### src/rtl/rpt_pkg.sv
package rpt_pkg;

   typedef enum logic [1:0] {
      SLOT_HDR = 2'd0,
      SLOT_X   = 2'd1,
      SLOT_Y   = 2'd2
   } slot_e;

endpackage

### src/rtl/rpt_strobe.sv
module rpt_strobe #(
   parameter bit STROBE_REG = 1'b1
) (
   input  logic clk,
   input  logic rst_n,
   input  logic tick,
   output logic strobe_n
);

   generate
      if (STROBE_REG) begin : g_reg
         logic strobe_q;
         always_ff @(posedge clk or negedge rst_n) begin
            if (!rst_n) strobe_q <= 1'b1;
            else        strobe_q <= ~tick;
         end
         assign strobe_n = strobe_q;

         // the strobe is low in the cycle after a tick edge and high otherwise
         a_r7_strobe_low : assert property (@(posedge clk) disable iff (!rst_n)
            tick |=> !strobe_n);
         a_r7_strobe_high : assert property (@(posedge clk) disable iff (!rst_n)
            !tick |=> strobe_n);
      end else begin : g_comb
         assign strobe_n = ~tick;
      end
   endgenerate

endmodule

### src/rtl/rpt_shifter.sv
module rpt_shifter #(
   parameter int DATA_W = 8
) (
   input  logic              clk,
   input  logic              rst_n,
   input  logic              tick,
   input  logic              load,
   input  logic              shift,
   input  logic [DATA_W-1:0] load_val,
   output logic              txd
);

   logic [DATA_W-1:0] sr_q;
   logic              txd_q;

   always_ff @(posedge clk or negedge rst_n) begin
      if (!rst_n) begin
         sr_q  <= '1;
         txd_q <= 1'b1;
      end else if (tick) begin
         if (load) begin
            sr_q  <= load_val;
            txd_q <= 1'b0;
         end else if (shift) begin
            sr_q  <= {1'b1, sr_q[DATA_W-1:1]};
            txd_q <= sr_q[0];
         end else begin
            txd_q <= 1'b1;
         end
      end
   end

   assign txd = txd_q;

   // the line only moves on tick edges
   a_r10_txd_stable : assert property (@(posedge clk) disable iff (!rst_n)
      !tick |=> $stable(txd));
   // a byte load drives the start bit low
   a_r2_start_low : assert property (@(posedge clk) disable iff (!rst_n)
      (tick && load) |=> !txd);
   // a tick with neither load nor shift keeps the line high
   a_r6_idle_high : assert property (@(posedge clk) disable iff (!rst_n)
      (tick && !load && !shift) |=> txd);

endmodule

### src/rtl/rpt_seq.sv
module rpt_seq
   import rpt_pkg::*;
#(
   parameter int DATA_W      = 8,
   parameter int STOP_TICKS  = 4,
   parameter int DELTA_BYTES = 4
) (
   input  logic  clk,
   input  logic  rst_n,
   input  logic  tick,
   input  logic  act,
   output logic  load,
   output logic  shift,
   output slot_e slot,
   output logic  x_rd,
   output logic  y_rd
);

   localparam int SHIFTS = DATA_W + STOP_TICKS;
   localparam int CNT_W  = $clog2(SHIFTS + 1);
   localparam int IDX_W  = $clog2(DELTA_BYTES + 1);

   // control word: upper field is the byte index, lower field the shift count
   typedef struct packed {
      logic [IDX_W-1:0] idx;
      logic [CNT_W-1:0] cnt;
   } ctl_t;

   ctl_t ctl_q;
   logic busy_q;
   logic pend_q;

   logic             cnt_zero;
   logic             last_byte;
   logic             start_new;
   logic             next_byte;
   logic             finish;
   logic [IDX_W-1:0] load_idx;

   always_comb begin
      cnt_zero  = (ctl_q.cnt == '0);
      last_byte = (ctl_q.idx == IDX_W'(DELTA_BYTES));
      start_new = tick && !busy_q && pend_q;
      next_byte = tick && busy_q && cnt_zero && !last_byte;
      finish    = tick && busy_q && cnt_zero && last_byte;
      shift     = tick && busy_q && !cnt_zero;
      load      = start_new || next_byte;
      load_idx  = start_new ? '0 : IDX_W'(ctl_q.idx + 1'b1);
      if (load_idx == '0)  slot = SLOT_HDR;
      else if (load_idx[0]) slot = SLOT_X;
      else                 slot = SLOT_Y;
      x_rd = load && (slot == SLOT_X);
      y_rd = load && (slot == SLOT_Y);
   end

   always_ff @(posedge clk or negedge rst_n) begin
      if (!rst_n) begin
         ctl_q  <= '0;
         busy_q <= 1'b0;
         pend_q <= 1'b1;
      end else begin
         pend_q <= act || (pend_q && !start_new);
         if (start_new)   busy_q <= 1'b1;
         else if (finish) busy_q <= 1'b0;
         if (load) begin
            ctl_q.idx <= load_idx;
            ctl_q.cnt <= CNT_W'(SHIFTS);
         end else if (shift) begin
            ctl_q.cnt <= CNT_W'(ctl_q.cnt - 1'b1);
         end
      end
   end

   // at most one accumulator is read per clock, and a read lasts one clock
   a_r4_rd_onehot : assert property (@(posedge clk) disable iff (!rst_n)
      $onehot0({x_rd, y_rd}));
   a_r4_x_pulse : assert property (@(posedge clk) disable iff (!rst_n)
      x_rd |=> !x_rd);
   a_r4_y_pulse : assert property (@(posedge clk) disable iff (!rst_n)
      y_rd |=> !y_rd);
   // starting a report consumes the pending flag
   a_r5_start_clears : assert property (@(posedge clk) disable iff (!rst_n)
      (start_new && !act) |=> !pend_q);
   // no byte is loaded while idle without pending activity
   a_r5_no_spurious : assert property (@(posedge clk) disable iff (!rst_n)
      (!busy_q && !pend_q) |-> !load);
   // the shift count never exceeds one byte's worth
   a_r2_cnt_range : assert property (@(posedge clk) disable iff (!rst_n)
      ctl_q.cnt <= CNT_W'(SHIFTS));

endmodule

### src/rtl/rpt_tx_top.sv
module rpt_tx_top
   import rpt_pkg::*;
#(
   parameter int DATA_W      = 8,
   parameter int BTN_W       = 3,
   parameter int STOP_TICKS  = 4,
   parameter int DELTA_BYTES = 4,
   parameter bit STROBE_REG  = 1'b1
) (
   input  logic              clk,
   input  logic              rst_n,
   input  logic              tick,
   input  logic              act,
   input  logic [BTN_W-1:0]  btn_n,
   output logic              x_rd,
   input  logic [DATA_W-1:0] x_data,
   output logic              y_rd,
   input  logic [DATA_W-1:0] y_data,
   output logic              txd,
   output logic              strobe_n
);

   generate
      if (BTN_W >= DATA_W) begin : g_bad_btn
         $error("BTN_W must leave room for the header marker bit");
      end
      if (STOP_TICKS < 1) begin : g_bad_stop
         $error("STOP_TICKS must be at least one");
      end
      if (DELTA_BYTES < 1) begin : g_bad_cnt
         $error("DELTA_BYTES must be at least one");
      end
   endgenerate

   logic              load;
   logic              shift;
   slot_e             slot;
   logic [DATA_W-1:0] header;
   logic [DATA_W-1:0] load_val;

   always_comb begin
      header             = '0;
      header[DATA_W-1]   = 1'b1;
      header[BTN_W-1:0]  = btn_n;
      case (slot)
         SLOT_X:  load_val = x_data;
         SLOT_Y:  load_val = y_data;
         default: load_val = header;
      endcase
   end

   rpt_seq #(
      .DATA_W      (DATA_W),
      .STOP_TICKS  (STOP_TICKS),
      .DELTA_BYTES (DELTA_BYTES)
   ) seq_i (
      .clk   (clk),
      .rst_n (rst_n),
      .tick  (tick),
      .act   (act),
      .load  (load),
      .shift (shift),
      .slot  (slot),
      .x_rd  (x_rd),
      .y_rd  (y_rd)
   );

   rpt_shifter #(
      .DATA_W (DATA_W)
   ) shf_i (
      .clk      (clk),
      .rst_n    (rst_n),
      .tick     (tick),
      .load     (load),
      .shift    (shift),
      .load_val (load_val),
      .txd      (txd)
   );

   rpt_strobe #(
      .STROBE_REG (STROBE_REG)
   ) stb_i (
      .clk      (clk),
      .rst_n    (rst_n),
      .tick     (tick),
      .strobe_n (strobe_n)
   );

endmodule

### config.mk
export PLATFORM = sky130hd
export DESIGN_NAME = rpt_tx_top
export DESIGN_NICKNAME = d
export VERILOG_FILES = /design/src/rtl/rpt_pkg.sv /design/src/rtl/rpt_strobe.sv /design/src/rtl/rpt_shifter.sv /design/src/rtl/rpt_seq.sv /design/src/rtl/rpt_tx_top.sv
export SDC_FILE = /design/constraint.sdc
export NUM_CORES = 1
export LEC_CHECK = 0
export ABC_AREA = 1
export CAP_MARGIN = 0
export CELL_PAD_IN_SITES_DETAIL_PLACEMENT = 0
export CELL_PAD_IN_SITES_GLOBAL_PLACEMENT = 2
export CORE_ASPECT_RATIO = 0.8
export CORE_MARGIN = 2
export CORE_UTILIZATION = 26
export CTS_BUF_LIST = sky130_fd_sc_hd__clkbuf_4
export DETAILED_ROUTE_END_ITERATION = 12
export GPL_TIMING_DRIVEN = 0
export PLACE_DENSITY = 0.88
export SLEW_MARGIN = 20
export SYNTH_ARGS = -nofsm -noshare
export SYNTH_HDL_FRONTEND = slang
export SYNTH_HIERARCHICAL = 1
export SYNTH_SLANG_ARGS = --single-unit
### constraint.sdc
create_clock -name clk -period 1.7 [get_ports clk]
set_input_delay 0.255 -clock clk [delete_from_list [all_inputs] [get_ports clk]]
set_output_delay 0.255 -clock clk [all_outputs]
set_load 0.01 [all_outputs]
==> results of run 1 <==
-- synth_stat cells --
| master | number | area share (%) |
|---|---|---|
| dfstp_2 | 11 | 22 |
| nand4_4 | 1 | 1.6 |
| buf_6 | 1 | 0.86 |
| nand2_2 | 6 | 2.9 |
| o21ai_0 | 1 | 0.38 |
| buf_4 | 1 | 0.57 |
| buf_2 | 2 | 0.76 |
| clkbuf_2 | 1 | 0.38 |
| nand4_1 | 2 | 0.95 |
| a21oi_1 | 4 | 1.5 |
| inv_2 | 2 | 0.57 |
| dfrtp_1 | 8 | 15 |
| clkinv_4 | 1 | 0.67 |
| inv_1 | 19 | 5.4 |
| nand3_1 | 18 | 6.9 |
| o21bai_1 | 1 | 0.57 |
| o21ai_1 | 1 | 0.38 |
| nand2_1 | 83 | 24 |
| nand2_4 | 3 | 2.6 |
| nor2_1 | 6 | 1.7 |
| nand3b_1 | 1 | 0.57 |
| ha_1 | 5 | 4.8 |
| a21oi_2 | 1 | 0.67 |
| nand3_2 | 1 | 0.76 |
| nor2_2 | 4 | 1.9 |
| nor2_4 | 2 | 1.7 |
-- cell type report --
class / instances / area share (%)
clock buffer: 3 / 1.173
buffer: 2 / 1.173
sequential: 19 / 25.47
timing repair buffer: 39 / 19.35
multi-input combinational: 140 / 43.71
inverter: 22 / 4.821
clock inverter: 1 / 0.2606
tap: 62 / 4.039
-- report_power, final --
part | internal (W) | switching, W | total, W
Clock | 0.0000875 | 0.000147 | 0.000234
Combinational | 0.000700 | 0.000826 | 0.00153
Sequential | 0.000680 | 0.000115 | 0.000795
-- cells by family after synthesis --
family / Yosys count
AO/OA/AOI/OAI: 8
flip-flops: 19
AND/OR/NAND/NOR: 127
adder cells (fa/ha/maj): 5
buffers and inverters: 27
-- worst reg2reg max path, stage by stage, from the launching register on --
cell and delay (ns):
dfrtp_1 0.42, buf_6 0.12, buf_4 0.13, inv_4 0.05, ha_4 0.19, nand2_2 0.06
nand2_2 0.05, nand2_2 0.07, inv_2 0.06, ha_4 0.33, inv_4 0.05, nand2_1 0.06
nand2_1 0.05, nand2_1 0.06, nand2_1 0.05, nand2_1 0.05, nand2_1 0.05
-- per-stage QoR --
step	cells	cell area, µm²
finish	288	1921
global placement	274	1672
detailed placement	274	1672
floorplan	186	1334
CTS	285	1849
global route	288	1921
-- state kept, by name (all words and copies together) (netlist names) --
register / cells
shf_i/sr_q: 8
seq_i/ctl_q: 7
seq_i/busy_q: 1
seq_i/pend_q: 1
shf_i/txd: 1
stb_i/strobe_n: 1
-- repair_timing --
action / in CTS / in global routing
hold buffers: 0 / 0
pin swaps: 9 / 18
setup buffers: 9 / 4
gates resized for setup: 32 / 19
setup endpoints to repair: 11 / 12
-- per-layer routing --
metal	share of wire (%)	track usage [%]	vias up
li1	-	-	657
met1	50	17.71	568
met2	44	20.77	30
met3	5.3	2.934	2
met4	0.51	3.024	0
met5	0	0	-
-- placed cells by master (no fill, tap or decap), drive strengths merged --
master and n:
a21oi 5, buf 16, clkbuf 3, clkdlybuf4s15 2, clkdlybuf4s50 22, clkinv 2, dfrtp 8, dfstp 11
dlymetal6s2s 1, ha 5, inv 21, nand2 92, nand3 19, nand3b 1, nand4 3, nor2 12
o21ai 2, o21bai 1
-- worst paths after layout --
kind | start | end | slack (ns)
worst max register to register | seq_i/ctl_q[5] | shf_i/sr_q[2] | -0.21
worst min register to register | seq_i/pend_q | seq_i/pend_q | 0.49
max in group asynchronous | rst_n | seq_i/ctl_q[4] | 0.73
worst max-delay path | seq_i/ctl_q[5] | y_rd | -0.27
min in group clk | tick | stb_i/strobe_n | 0.44
worst min-delay path | rst_n | seq_i/ctl_q[1] | 0.44
==> metrics, run 1 <==
vias per cell=approximately 4.4; Slowest-stage cell, CP=dfrtp_1; failing checks=negative setup slack; pin count of the biggest net entering global routing=20; final worst path period share=115.8%; Initial Utilization=26.54%; Max Root-Sink Buffers=2; Placement Setup Slack=-0.8511 ns; Die X=between 80 and 90 µm; Tmin final=1.969 ns; grt ovf=0; Buffers on Ports=26; Synth Register Bits=19; unrepaired setup endpoints after global routing=true; vias in the first global route=1254; status=finished, violations left; Synth Net Count=214; DR DRC count=0; CP endpoint kind=output port; Slowest Stage Delay on Critical Path=0.42 ns; RD Place Congestion=0.7242; most used cell, CP=nand2_2; Synth Area in XOR/XNOR=0%; Nets=255; Setup-failing EPs final=11; H-tree depth=1; WP data arrival=1.71 ns; warnings from Yosys=6; Final Max Tran Viols=0; max cap viols=0; CP Cell Sequence=buf_6 -> ha_4 -> nand2_2 -> inv_2 -> nor2_4 -> nand2_2 -> nand2_2 -> nand2_2 -> buf_6 -> nor2_2 -> buf_2; CP Max Fanout=2; drt first pass iters=4; vias=1257; Skew-Pair Late Insertion Delay=0.29 ns; Distinct cells, synth=26; main combinational cell family by area after synthesis=simple AND/OR/NAND/NOR gates; CTS root buffer=clkbuf_4; Fin Clk Skew=0.002190 ns; register area share after synthesis=37.24%; Post-Synth Adder-Cell Area=4.762%; Detailed Route Iter0 Violations=64; instance count on the critical path=11; Layout area overhead=46.19%; crit path kind=register to output port; register area=489.2 µm²; Die ar.=5641 µm²; worst-margin pin slew=approximately 0.87 ns; area of the multi-input gates=between 800 and 900 µm²; Post-Syn Instances=186; mux contribution to synthesized area=0%; Buf+Inv Stages, Crit Path=4; complex-gate fraction of the synthesized area=roughly 3.5%; Inserted Diodes=0; min-delay worst type=input port to asynchronous set/reset pin; pwr dens=1331 nW/µm²; Fillers=512; final core utilization=38.80%; worst reg2reg path depth=16; Worst Setup Start Kind=register; Top Ports=27; hpwl dp=~2200 µm; Mapped Area=~1300 µm²; first-pass GRT wire length=5885 µm; Routed WL=3348 µm; post-synthesis simple-gate area fraction=45.24%; max frequency=slightly above 500 MHz; total power=0.002556 W; CTS tree=built; row count=23; Final WS setup=-0.2690 ns; Clock transition at path regs=~0.12 ns; number of CTS-inserted buffers=3; layout cells sized above 1=37.17%; Synth Area per Inst=approximately 7.1 µm²; total track usage=12.86%; Clock Sink Count=19; Die Y=around 68 µm; remaining antenna violation count=0; Fin Hold WS=0.4382 ns; Req. time, crit path=1.44 ns; initial antenna violation count=0; VDD IR max=0.4858 mV; Fin Setup TNS=-2.027 ns; Final Hold Viols=0; Pleak=0.9367 nW; Max-slew headroom=about two fifths; Wirelength per Cell=11.63 µm; delay-heaviest family, CP=buffers and inverters; CORE AREA=~4900 µm²
No activity file was read; power rests on OpenSTA's default activity.
==> inputs of run 2 (changes only) <==
--- a/config.mk
+++ b/config.mk
@@ -14,6 +14,7 @@
 export CORE_UTILIZATION = 26
 export CTS_BUF_LIST = sky130_fd_sc_hd__clkbuf_4
 export DETAILED_ROUTE_END_ITERATION = 12
+export GPL_ROUTABILITY_DRIVEN = 0
 export GPL_TIMING_DRIVEN = 0
 export PLACE_DENSITY = 0.88
 export SLEW_MARGIN = 20
==> constraint.sdc (replaced) <==
create_clock -name clk -period 1.7 [get_ports clk]
set_input_delay 0.17 -clock clk [delete_from_list [all_inputs] [get_ports clk]]
set_output_delay 0.17 -clock clk [all_outputs]
set_load 0.01 [all_outputs]
==> run 2 against run 1 <==
The run still ends with negative setup slack left. Sequential power about the same. Sequential cell count did not move. Non-clock buffer count decreased by 5. Hold slack got worse by 0.087 ns. Routed wire length fell by 5.5%. Clock skew shrank 0.00088 ns. First-iteration DRC count increased by 1.6%. Clock-buffer cell count did not move. Cell count decreased by 1.7%. Clock power is essentially flat. Critical endpoint is now shf_i/sr_q[0]. Largest power group unchanged.
==> metrics, run 2 (synthesized netlist as in run 1, its figures left out) <==
Tmin final=about 1.8 ns; CP Max Fanout=8; worst reg2reg path depth=18; failing checks=negative setup slack; vias in the first global route=1233; final worst path period share=106.7%; Area after DPL=1672 µm²; Buffers on Ports=26; Finished Cell Area=around 1800 µm²; final core utilization=36.68%; total track usage=12.62%; Layout area overhead=38.19%; Max-slew headroom=41.81%; max frequency=551.2 MHz; Detailed Route Iter0 Violations=65; delay-heaviest family, CP=simple AND/OR/NAND/NOR gates; unrepaired setup endpoints after global routing=true; row count=23; H-tree depth=1; Die ar.=5641 µm²; Final Max Tran Viols=0; Clock Sink Count=19; Fillers=525; Die X=between 80 and 90 µm; Nets=250; WP data arrival=about 2.1 ns; VDD IR max=about 0.47 mV; Max Root-Sink Buffers=2; Worst Setup Start Kind=register; pwr dens=1329 nW/µm²; CTS root buffer=clkbuf_4; DR DRC count=0; crit path kind=register to register; Top Ports=27; grt ovf=0; vias per cell=4.357; Slowest-stage cell, CP=dfrtp_1; vias=1233; layout cells sized above 1=33.48%; status=finished, violations left; Inserted Diodes=0; Top reg by flops=shf_i/sr_q; pin count of the biggest net entering global routing=20; R2R Setup Slk=-0.11 ns; min-delay worst type=input port to asynchronous set/reset pin; Final WS setup=-0.1143 ns; Buf+Inv Stages, Crit Path=3; Clock transition at path regs=roughly 0.12 ns; hpwl dp=roughly 2200 µm; Req. time, crit path=1.94 ns; Fin Clk Skew=0.001312 ns; CORE AREA=4950 µm²; first-pass GRT wire length=5789 µm; Setup-failing EPs final=9; CP endpoint kind=register; remaining antenna violation count=0; number of CTS-inserted buffers=3; Wirelength per Cell=11.18 µm; Skew-Pair Late Insertion Delay=around 0.29 ns; most frequent cells in the layout=nand2_1 (74), clkdlybuf4s50_1 (23), nand3_1 (17), nand2_2 (15), inv_1 (13); CTS tree=built; max reg flops=8; max cap viols=0; Routed WL=3165 µm; worst-margin pin slew=0.8701 ns; initial antenna violation count=0; Die Y=~68 µm; Slowest Stage Delay on Critical Path=0.42 ns; Pleak=0.9035 nW; instance count on the critical path=18; Final Hold Viols=0; Placement Setup Slack=-0.7661 ns; most used cell, CP=nand2_1; commonest non-fill, non-tap cell in the layout=nand2_1; drt first pass iters=4; Regs by FF count=shf_i/sr_q x8, seq_i/ctl_q x7; CP Cell Sequence=ha_2 -> nand2_1 -> inv_1 -> nor2_2 -> nand2_1 -> nand2_1 -> nand2_2 -> inv_2 -> inv_2 -> ha_4 -> nand2_1 -> nand2_1 -> nand2_1 -> nand2_1 -> nand2_1 -> nand2_1 -> nand2_1 -> nand2_1; Initial Utilization=a little over a quarter
[run 2: area by class of cell]
cell class / instances / area (µm²) / area share [%]
repair buffers: 34 / 310.3 / 17.09
clock inverters: 1 / 5.005 / 0.2757
well taps: 62 / 77.57 / 4.273
plain buffers: 2 / 22.52 / 1.241
inverters: 22 / 90.09 / 4.962
multi-input cells: 140 / 798.3 / 43.97
flip-flops and latches: 19 / 489.2 / 26.95
clock buffers: 3 / 22.52 / 1.241
[run 2: metrics by stage]
step                      power, W  hold WS (ns)  setup TNS [ns]  std cells
final                     0.002414        0.3514         -0.6940        283
after global routing      0.002689        0.3710          -2.584        283
after CTS                 0.002397        0.3463         -0.9308        281
after detailed placement  0.001980        0.4768          -7.172        274
after global placement    0.001971        0.4727          -7.155        274
after floorplan           0.001691       -0.1256        -0.09234        186
[run 2: worst paths after layout]
| check | from | end |
|---|---|---|
| min in group clk | tick | stb_i/strobe_n |
| hold reg to reg | seq_i/pend_q | seq_i/pend_q |
| setup reg to reg | seq_i/ctl_q[5] | shf_i/sr_q[0] |
| setup / recovery | seq_i/ctl_q[5] | shf_i/sr_q[0] |
| max in group asynchronous | rst_n | seq_i/ctl_q[4] |
| hold / removal | rst_n | seq_i/ctl_q[0] |
[run 2: report_power, final]
part           internal, W  total (W)  switching, W
clock            0.0000875   0.000235      0.000147
sequential        0.000680   0.000798      0.000118
combinational     0.000612    0.00138      0.000770
[run 2: metal layers]
layer	track usage, %	part of all wire, %
met4	3.024	0.54
met2	19.96	42
met1	17.64	52
met5	0	0
met3	2.934	5.6
[run 2: worst register-to-register path: stages (launching register included)]
cell     delay (ns)
dfrtp_1        0.42
ha_2           0.19
nand2_1        0.06
inv_1          0.04
nor2_2         0.11
nand2_1        0.06
nand2_1        0.07
nand2_2        0.06
inv_2          0.08
inv_2          0.05
ha_4           0.18
nand2_1        0.07
nand2_1        0.05
nand2_1        0.05
nand2_1        0.05
nand2_1        0.06
nand2_1        0.05
nand2_1        0.06
nand2_1        0.05
[run 2: repair_timing]
| item | in CTS | in global routing |
|---|---|---|
| setup buffers | 5 | 3 |
| resized for setup | 29 | 9 |
| pin swaps | 10 | 18 |
| setup endpoints to repair | 10 | 11 |
| hold buffers | 0 | 0 |
| hold endpoints to repair | 0 | 0 |
